### src/rtl/sys_tmr_pkg.sv
package sys_tmr_pkg;

    localparam int DATA_W   = 32;
    localparam int UNIT_LSB = 9;                       // counter granularity: 512
    localparam int CNT_W    = DATA_W - 1 - UNIT_LSB;   // bits 30:9

    typedef enum logic [2:0] {
        IDX_LIM_CLR  = 3'd0,
        IDX_COUNT    = 3'd1,
        IDX_LIM_KEEP = 3'd2,
        IDX_NONE     = 3'd3,
        IDX_MODE     = 3'd4
    } reg_idx_e;

    typedef enum logic {
        ST_IDLE  = 1'b0,
        ST_RDATA = 1'b1
    } bus_state_e;

endpackage

### src/rtl/sys_tmr_count.sv
module sys_tmr_count #(
    parameter int CW = 22
) (
    input  logic          clk,
    input  logic          rst_n,
    input  logic          tick,
    input  logic          ld_clear,
    input  logic          ld_keep,
    input  logic [CW-1:0] ld_val,
    input  logic          rd_clear,
    output logic [CW-1:0] lim,
    output logic [CW-1:0] cnt,
    output logic          reached,
    output logic          irq
);
    localparam logic [CW-1:0] LIM_TOP = '1;

    logic [CW-1:0] lim_q, cnt_q;
    logic          reached_q, irq_q;
    logic [CW:0]   cnt_inc;
    logic [CW-1:0] lim_fix;
    logic          wrap;

    always_comb begin
        cnt_inc = {1'b0, cnt_q} + 1'b1;
        wrap    = tick && (cnt_inc >= {1'b0, lim_q});
        lim_fix = (ld_val == '0) ? LIM_TOP : ld_val;
    end

    always_ff @(posedge clk) begin
        if (!rst_n) begin
            lim_q     <= LIM_TOP;
            cnt_q     <= '0;
            reached_q <= 1'b0;
            irq_q     <= 1'b0;
        end else begin
            if (ld_clear || ld_keep) lim_q <= lim_fix;
            if (ld_clear) begin
                cnt_q <= '0;
                irq_q <= 1'b0;
            end else if (wrap) begin
                cnt_q     <= '0;
                reached_q <= 1'b1;
                irq_q     <= 1'b1;
            end else begin
                if (tick) cnt_q <= cnt_inc[CW-1:0];
                if (rd_clear) begin
                    irq_q     <= 1'b0;
                    reached_q <= 1'b0;
                end
            end
        end
    end

    assign lim     = lim_q;
    assign cnt     = cnt_q;
    assign reached = reached_q;
    assign irq     = irq_q;
endmodule

### src/rtl/sys_tmr_modectl.sv
module sys_tmr_modectl #(
    parameter int NCPU = 4
) (
    input  logic            clk,
    input  logic            rst_n,
    input  logic            wr,
    input  logic [NCPU-1:0] wval,
    output logic [NCPU-1:0] mode,
    output logic [NCPU-1:0] restart,
    output logic [NCPU-1:0] user_load
);
    logic [NCPU-1:0] mode_q, restart_q, load_q;

    for (genvar i = 0; i < NCPU; i++) begin : g_cpu
        always_ff @(posedge clk) begin
            if (!rst_n) begin
                mode_q[i]    <= 1'b0;
                restart_q[i] <= 1'b0;
                load_q[i]    <= 1'b0;
            end else begin
                restart_q[i] <= wr && (wval[i] != mode_q[i]);
                load_q[i]    <= wr && wval[i];
                if (wr) mode_q[i] <= wval[i];
            end
        end
    end

    assign mode      = mode_q;
    assign restart   = restart_q;
    assign user_load = load_q;
endmodule

### src/rtl/sys_tmr_top.sv
module sys_tmr_top
    import sys_tmr_pkg::*;
#(
    parameter int NCPU = 4
) (
    input  logic              clk,
    input  logic              rst_n,
    input  logic              req_valid,
    input  logic              req_write,
    input  logic [2:0]        req_index,
    input  logic [DATA_W-1:0] req_wdata,
    input  logic              tick_en,
    output logic              rd_valid,
    output logic [DATA_W-1:0] rd_data,
    output logic              irq,
    output logic [NCPU-1:0]   cpu_mode,
    output logic [NCPU-1:0]   cpu_restart,
    output logic [NCPU-1:0]   cpu_user_load
);
    localparam int PAD_W = DATA_W - NCPU;

    bus_state_e    state_q, state_d;
    logic          is_rd, is_wr;
    logic          wr_lim_clr, wr_lim_keep, wr_mode, rd_lim;
    logic [CNT_W-1:0] lim, cnt;
    logic          reached;
    logic [DATA_W-1:0] rd_mux, rd_q;

    always_comb begin
        is_rd       = req_valid && !req_write;
        is_wr       = req_valid &&  req_write;
        wr_lim_clr  = is_wr && (req_index == IDX_LIM_CLR);
        wr_lim_keep = is_wr && (req_index == IDX_LIM_KEEP);
        wr_mode     = is_wr && (req_index == IDX_MODE);
        rd_lim      = is_rd && (req_index == IDX_LIM_CLR);
    end

    sys_tmr_count #(.CW(CNT_W)) u_count (
        .clk      (clk),
        .rst_n    (rst_n),
        .tick     (tick_en),
        .ld_clear (wr_lim_clr),
        .ld_keep  (wr_lim_keep),
        .ld_val   (req_wdata[DATA_W-2:UNIT_LSB]),
        .rd_clear (rd_lim),
        .lim      (lim),
        .cnt      (cnt),
        .reached  (reached),
        .irq      (irq)
    );

    sys_tmr_modectl #(.NCPU(NCPU)) u_mode (
        .clk       (clk),
        .rst_n     (rst_n),
        .wr        (wr_mode),
        .wval      (req_wdata[NCPU-1:0]),
        .mode      (cpu_mode),
        .restart   (cpu_restart),
        .user_load (cpu_user_load)
    );

    // read multiplexer
    always_comb begin
        rd_mux = '0;
        unique case (req_index)
            IDX_LIM_CLR: rd_mux = {1'b0, lim, {UNIT_LSB{1'b0}}};
            IDX_COUNT:   rd_mux = {reached, cnt, {UNIT_LSB{1'b0}}};
            IDX_MODE:    rd_mux = {{PAD_W{1'b0}}, cpu_mode};
            default:     rd_mux = '0;
        endcase
    end

    // next-state logic
    always_comb begin
        state_d = state_q;
        unique case (state_q)
            ST_IDLE:  state_d = is_rd ? ST_RDATA : ST_IDLE;
            ST_RDATA: state_d = is_rd ? ST_RDATA : ST_IDLE;
            default:  state_d = ST_IDLE;
        endcase
    end

    // state register
    always_ff @(posedge clk) begin
        if (!rst_n) state_q <= ST_IDLE;
        else        state_q <= state_d;
    end

    // output register
    always_ff @(posedge clk) begin
        if (!rst_n)     rd_q <= '0;
        else if (is_rd) rd_q <= rd_mux;
    end

    assign rd_valid = (state_q == ST_RDATA);
    assign rd_data  = rd_q;
endmodule

### config.mk
export PLATFORM = sky130hd
export DESIGN_NAME = sys_tmr_top
export DESIGN_NICKNAME = d
export VERILOG_FILES = /design/src/rtl/sys_tmr_pkg.sv /design/src/rtl/sys_tmr_count.sv /design/src/rtl/sys_tmr_modectl.sv /design/src/rtl/sys_tmr_top.sv
export SDC_FILE = /design/constraint.sdc
export NUM_CORES = 1
export LEC_CHECK = 0
export ABC_AREA = 1
export ABC_CLOCK_PERIOD_IN_PS = 7700
export BUFFER_PORTS_ARGS = -buffer_cell sky130_fd_sc_hd__buf_2
export CAP_MARGIN = 20
export CORE_UTILIZATION = 50
export DETAILED_ROUTE_END_ITERATION = 12
export PLACE_DENSITY = 0.69
export SETUP_SLACK_MARGIN = 0.2
export SLEW_MARGIN = 40
export SYNTH_ARGS = -nofsm -noshare
export SYNTH_HDL_FRONTEND = slang
export SYNTH_SLANG_ARGS = --single-unit
### constraint.sdc
create_clock -name clk -period 7.7 [get_ports clk]
set_input_delay 0.77 -clock clk [delete_from_list [all_inputs] [get_ports clk]]
set_output_delay 0.77 -clock clk [all_outputs]
set_load 0.01 [all_outputs]
==> results of run 1 <==
[sequential cells by signal (all words and copies together), names as in the netlist]
name and flops:
u_mode.restart 4, u_mode.mode 4, rd_data 27, u_mode.user_load 4, u_count.irq 1, u_count.cnt 22
u_count.reached 1, rd_valid 1, u_count.lim 22
[cells in the final DEF (no fill, tap or decap), drive strengths merged]
master / n
a211oi: 1
a21oi: 48
a22o: 1
a31o: 4
a31oi: 1
and2: 2
buf: 77
bufinv: 2
clkbuf: 9
clkinv: 3
clkinvlp: 2
conb: 5
dfxtp: 86
ha: 23
inv: 69
nand2: 183
nand3: 12
nand3b: 1
nand4: 4
nor2: 41
nor3: 6
nor4: 6
o21ai: 23
o22ai: 35
or2: 1
xnor2: 5
xor2: 18
[critical path: stages, from the launching register on]
cell,delay [ps]
dfxtp_1,450
ha_1,240
nand3_2,130
inv_2,110
nand2_4,70
nor2_4,150
nand2_1,110
nor2_2,130
xor2_1,250
ha_1,180
nand2_1,80
nor2_1,200
nand2_1,70
nor2_1,100
nand2_1,60
nand2_1,60
nand2_1,50
nand2_1,50
nor2_1,40
nand2_2,90
nand2_4,60
nand2_4,340
a21oi_1,90
[layer usage]
metal	share of wire [%]	vias up
met5	0	-
met4	1.2	0
met3	4.9	12
met2	43	119
met1	51	1838
li1	-	2059
[through the flow]
stage | cell area (µm²) | power [mW]
2_1_floorplan | 4430 | 0.532
3_3_place_gp | 4810 | 0.557
3_5_place_dp | 4810 | 0.559
4_1_cts | 5040 | 0.910
5_1_grt | 5040 | 0.939
6_report | 5040 | 0.905
[cells by family after synthesis]
kind of cell	synth area share, %
simple gates	25.5
compound gates	15.2
buf+inv	9.21
flops	39.0
xor+xnor	4.56
fa+ha+maj	6.52
other cells	0.0849
[final timing paths]
path                                     from                          end  slack (ps)
hold / removal        rd_data[9]$_SDFFE_PN0P_      rd_data[9]$_SDFFE_PN0P_         470
setup reg to reg  u_count.cnt[0]$_SDFFE_PP0P_  u_count.cnt[2]$_SDFFE_PP0P_        4430
hold reg to reg       rd_data[9]$_SDFFE_PN0P_      rd_data[9]$_SDFFE_PN0P_         470
setup / recovery  u_count.cnt[0]$_SDFFE_PP0P_  u_count.cnt[2]$_SDFFE_PP0P_        4430
[power groups by stage]
stage / Combinational, mW / Sequential (mW) / Clock [mW]
after global placement: 0.0831 / 0.474 / 0
final: 0.0861 / 0.464 / 0.355
after CTS: 0.0854 / 0.464 / 0.360
after floorplan: 0.0568 / 0.475 / 0
after global routing: 0.0976 / 0.466 / 0.376
after detailed placement: 0.0850 / 0.474 / 0
[cell usage after synthesis (2+ instances only)]
cell / number
nand3_1: 8
o21ai_0: 22
a21oi_2: 10
ha_1: 23
nor2_1: 25
nand4_1: 4
inv_1: 65
xor2_1: 18
nand2_1: 178
xnor2_1: 5
nor3_1: 5
nor2_2: 14
dfxtp_1: 86
nor2_4: 2
buf_6: 2
inv_2: 3
a31o_2: 4
nand3_2: 4
a21oi_1: 38
nand2_4: 3
nor4_1: 6
clkbuf_1: 22
buf_4: 5
o22ai_1: 35
nand2_2: 2
[final cells by class]
cell class / count / area, µm² / area share, %
multi-input combinational: 420 / 2320 / 45.9
sequential: 86 / 1720 / 34.1
timing repair buffer: 77 / 393 / 7.79
inverter: 69 / 259 / 5.14
tap: 105 / 131 / 2.61
clock buffer: 9 / 124 / 2.46
clock inverter: 7 / 97.6 / 1.94
==> out/metrics.cfg, run 1 <==
[status]
status=complete, no violations

[floorplanning]
io_pins=86
die_height_um=96.0
core_um2=8380
die_area_um2=9210
initial_utilization_pct=52.7
die_w_um=96.0
rows=33

[worst_setup_path]
worstSetupPathType=flip-flop to flip-flop
arrival_ps=3490
reg2reg_depth=22
cp_max_fo=22
cp.required_ps=7920
crit_path_start_kind=flip-flop
crit_path_end_kind=flip-flop

[final_layout]
final_util_pct=60.2
area_growth_pct=14.2
nets=726
diodes=0
instances_no_fill=773
drive_gt1_share_pct=21.4
nFillCells=793

[logic_synthesis]
synth_top_area_share_pct=39.0
synth-edff-count=0
synth.distinct_cells=37
postSynthAreaPerCell_um2=7.35
yosys.area.top_type=dfxtp_1
ys_ff_latch=86
synth_area_leaders=dfxtp_1 39%, nand2_1 15%, ha_1 6.5%
netlist_instances=601
ys.flop_type=dfxtp_1
seq_area_frac_synth_pct=39.0
synth-async-reset-ratio_pct=0
ys_warn_count=0
synth_area_um2=4420

[cts]
cts_setup_buffers=0
cts_tree=done
clockBufferDepth=2
cts-resized-gates=0
clk_pin_slew_worst_paths_ps=90
cts_hold_buf=0
clkSinkCount=86
htree_levels=3
root_buffer=clkbuf_8
clkLatencyLatePin_ps=360
cts_buffers=9

[timing]
slew_headroom_pct=52.9
worst_hold_slack_ps=466
tns_ps=0
worst_pin_slew_ps=705
timing.fmax_ghz=0.306
finalHoldViolations=0
fin_crit_sh_pct=42.5
period_minus_slack_ps=3270
rsz0062_at_grt=false
slew_viol_final=0
worst_slack_ps=4430
final-setup-viol-count=0
clock-skew-final_ps=13.5

[global_route]
met1_usage_pct=36.2
grt_use_total_pct=25.4
busiest_layer=met2
met3_usage_pct=3.48
grt_max_degree=37
grt_antenna_before_repair=0
grt_pass1_wl_mm=17.8
grtUsageMet2_pct=39.5
grt_pass1_vias=3762
grt_overflow=0

[route]
drt-vias-per-instance=5.21
drtPass1Iterations=5
dr_total_vias=4028
route.detailed.drc=0
wl_mm=10.7
wl_per_cell_um=13.9
detail-route-antenna-nets=0
first_iter_violations=188

[power]
power_density_nw_per_um2=179
swShare_pct=26.1
peakVddDrop_uv=103
p_comb_share_pct=9.5
p_clk_share_pct=39.2
p_leak_nw=2.48
p_int_mw=0.669
p_sw_mw=0.236
seq_power_share_pct=51.3

[min_path]
hold_path_class=flip-flop to flip-flop
whs_path_depth=2

[place]
dp_hpwl_mm=7.80
pre_cts_ws_ps=4460
numPlacedInstances=757
port_buffers=74
place_congestion=0.914

[flow_run]
maxCapViolCount=0

Note: power is estimated with default switching activity, not from simulation.
==> inputs of run 2 (changes only) <==
--- a/config.mk
+++ b/config.mk
@@ -5,13 +5,13 @@
 export SDC_FILE = /design/constraint.sdc
 export NUM_CORES = 1
 export LEC_CHECK = 0
-export ABC_AREA = 1
-export ABC_CLOCK_PERIOD_IN_PS = 7700
+export ABC_AREA = 0
+export ABC_CLOCK_PERIOD_IN_PS = 2630
 export BUFFER_PORTS_ARGS = -buffer_cell sky130_fd_sc_hd__buf_2
 export CAP_MARGIN = 20
 export CORE_UTILIZATION = 50
 export DETAILED_ROUTE_END_ITERATION = 12
-export PLACE_DENSITY = 0.69
+export PLACE_DENSITY = 0.72
 export SETUP_SLACK_MARGIN = 0.2
 export SLEW_MARGIN = 40
 export SYNTH_ARGS = -nofsm -noshare
==> constraint.sdc (replaced) <==
create_clock -name clk -period 2.63 [get_ports clk]
set_input_delay 0.263 -clock clk [delete_from_list [all_inputs] [get_ports clk]]
set_output_delay 0.263 -clock clk [all_outputs]
set_load 0.01 [all_outputs]
==> out/metrics.cfg, run 2 <==
[final_layout]
largest_reg_flops=27
drive_gt1_share_pct=35.7
final_area_um2=5800
multiInputGateArea_um2=2570
area_growth_pct=35.0
diodes=0
nFillCells=641
final_cell_mix=82 x buf_4, 82 x dfxtp_1, 74 x buf_2, 50 x nor2_1, 49 x nand2_1
register_area_um2=1730
nets=703

[worst_setup_path]
crit_path_end_kind=flip-flop
reg2reg_depth=15
arrival_ps=3590
crit_start=u_count.cnt[1]$_SDFFE_PP0P_
critPathCapture=u_count.cnt[0]$_SDFFE_PP0P_
crit_chain=buf_12 > ha_4 > and3_4 > and3_4 > nand3_4 > xnor2_2 > ha_1 > nand4_1 > nor3_4 > o31ai_4 > a221oi_4 > buf_12 > nor4_4 > buf_4 > mux2_4
crit_path_start_kind=flip-flop
slowest_delay_ps=380
reg2reg_to=u_count.cnt[0]$_SDFFE_PP0P_
cp_max_fo=7
path_depth=15
critPathSlowestCell=dfxtp_4
reg2reg_from=u_count.cnt[1]$_SDFFE_PP0P_
path_delay_family=simple AND/OR/NAND/NOR gates
reg2reg_slack_ps=-700
worstSetupPathType=flip-flop to flip-flop
cp.required_ps=2890
path_buf_inv=3

[logic_synthesis]
synth_adder_area_share_pct=6.69
synth_mux_area_share_pct=0.262
synth_top_family_by_area=compound AO/OA/AOI/OAI gates
synth_area_um2=4300
synth.distinct_cells=48
yosys.area.top_type=dfxtp_1
ys_ff_latch=86
synth_common_cells=86 x dfxtp_1, 53 x nor2_1, 52 x nand2_1, 30 x a22o_1, 27 x inv_1
synth_top_area_share_pct=40.0
yosys.area_share.simple_pct=19.0
synth_area_leaders=dfxtp_1 40%, ha_1 6.7%, a22o_1 6.1%
ys.flop_type=dfxtp_1
ys_warn_count=0
seq_area_frac_synth_pct=40.0
postSynthAreaPerCell_um2=8.65
synth_compound_area_share_pct=22.1
synth-async-reset-ratio_pct=0
synth.most_common_cell=dfxtp_1
netlist_instances=497
synth_xor_xnor_area_share_pct=5.70
synth-edff-count=0

[floorplanning]
die_w_um=94.7
initial_utilization_pct=52.1
core_um2=8260
rows=33
die_height_um=94.7
io_pins=86
die_area_um2=8970

[cts]
clockBufferDepth=2
htree_levels=3
clkLatencyLatePin_ps=360
clk_pin_slew_worst_paths_ps=100
cts_buffers=9
root_buffer=clkbuf_8
cts_tree=done
cts_hold_buf=0
clkSinkCount=86

[min_path]
hold_path_class=input pin to flip-flop

[place]
placed_area_um2=5330
place_congestion=0.896
dp_hpwl_mm=9.58
port_buffers=74

[timing]
rsz0062_at_grt=true
fin_crit_sh_pct=127
worst_slack_ps=-698
final-setup-viol-count=24
period_minus_slack_ps=3330
slew_headroom_pct=55.8
slew_viol_final=0
worst_pin_slew_ps=660
finalHoldViolations=0
clock-skew-final_ps=9.42
worst_hold_slack_ps=125
timing.fmax_ghz=0.300

[power]
seq_power_share_pct=53.5
p_leak_nw=2.87
p_int_mw=1.78
p_sw_mw=0.702
swShare_pct=28.2
p_comb_share_pct=9.7
power_density_nw_per_um2=428
p_clk_share_pct=36.8
peakVddDrop_uv=330

[route]
drt-vias-per-instance=5.83
route.detailed.drc=0
wl_mm=13.2
wl_per_cell_um=17.6
dr_total_vias=4375
first_iter_violations=239
detail-route-antenna-nets=0
drtPass1Iterations=6

[global_route]
grt_pass1_vias=4210
grt_pass1_wl_mm=20.5
grt_max_degree=31
grt_use_total_pct=29.9
grt_antenna_before_repair=0
grt_overflow=0

[status]
violations=setup timing
status=finished with violations

[flow_run]
maxCapViolCount=0

run 2: per-layer routing:
layer	vias up	global-route usage, %	share of wire [%]	wire length, µm
li1	2056	-	-	-
met1	2128	36.2	42	5550
met2	161	50.3	48	6420
met3	30	5.72	6.5	854
met4	0	15.5	3.1	415
met5	-	0	0	0
run 2: worst min-delay path by stage:
stage                                         from                            to  slack (ps)  depth (start not counted)
after global placement    rd_data[31]$_SDFFE_PN0P_      rd_data[31]$_SDFFE_PN0P_         440                          2
after CTS                            req_wdata[24]  u_count.lim[15]$_SDFFE_PN1P_         120                          3
after detailed placement  rd_data[31]$_SDFFE_PN0P_      rd_data[31]$_SDFFE_PN0P_         460                          2
final                                req_wdata[24]  u_count.lim[15]$_SDFFE_PN1P_         120                          3
after global routing                  req_wdata[9]   u_count.lim[0]$_SDFFE_PN1P_         140                          3
after floorplan                       req_wdata[9]   u_count.lim[0]$_SDFFE_PN1P_         390                          2
run 2: power groups by stage:
stage / logic (mW) / registers (mW) / clock network, mW
6_report: 0.241 / 1.33 / 0.915
5_1_grt: 0.258 / 1.33 / 0.976
4_1_cts: 0.232 / 1.33 / 0.923
3_5_place_dp: 0.224 / 1.36 / 0
3_3_place_gp: 0.220 / 1.36 / 0
2_1_floorplan: 0.128 / 1.36 / 0
run 2: cells by family after synthesis:
logic type | after synthesis
AND/OR/NAND/NOR | 169
AO/OA/AOI/OAI | 127
flip-flops | 86
buffers and inverters | 62
XOR/XNOR | 28
adder cells (fa/ha/maj) | 23
other | 1
multiplexers | 1
run 2: cell type report:
cell class              count  share of cell area (%)
clock buffers               9                    2.13
clock inverters             7                    1.08
inverters                  27                    1.75
multi-input cells         353                    44.3
flip-flops and latches     86                    29.8
well taps                 105                    2.26
repair buffers            163                    18.6
run 2: per-stage QoR:
step	setup WS (ps)	instances	util (%)	power [mW]	setup TNS [ps]
floorplan	-314	501	-	1.49	-5350
global placement	-558	717	64.6	1.58	-11150
detailed placement	-647	717	64.6	1.58	-13890
CTS	-545	745	68.8	2.48	-10860
global route	-757	750	70.3	2.57	-16340
finish	-698	750	70.3	2.49	-14510
run 2: what timing repair did:
action / 4_1_cts / 5_1_grt
gates resized for setup: 14 / 17
setup buffers: 12 / 5
pin swaps: 11 / 33
setup endpoints to repair: 24 / 24
run 2: tightest hold or removal path: cells and delay by family:
| family | cells | cell delay [ps] |
|---|---|---|
| compound gates | 1 | 60 |
| buf+inv | 1 | 90 |
| simple gates | 1 | 60 |
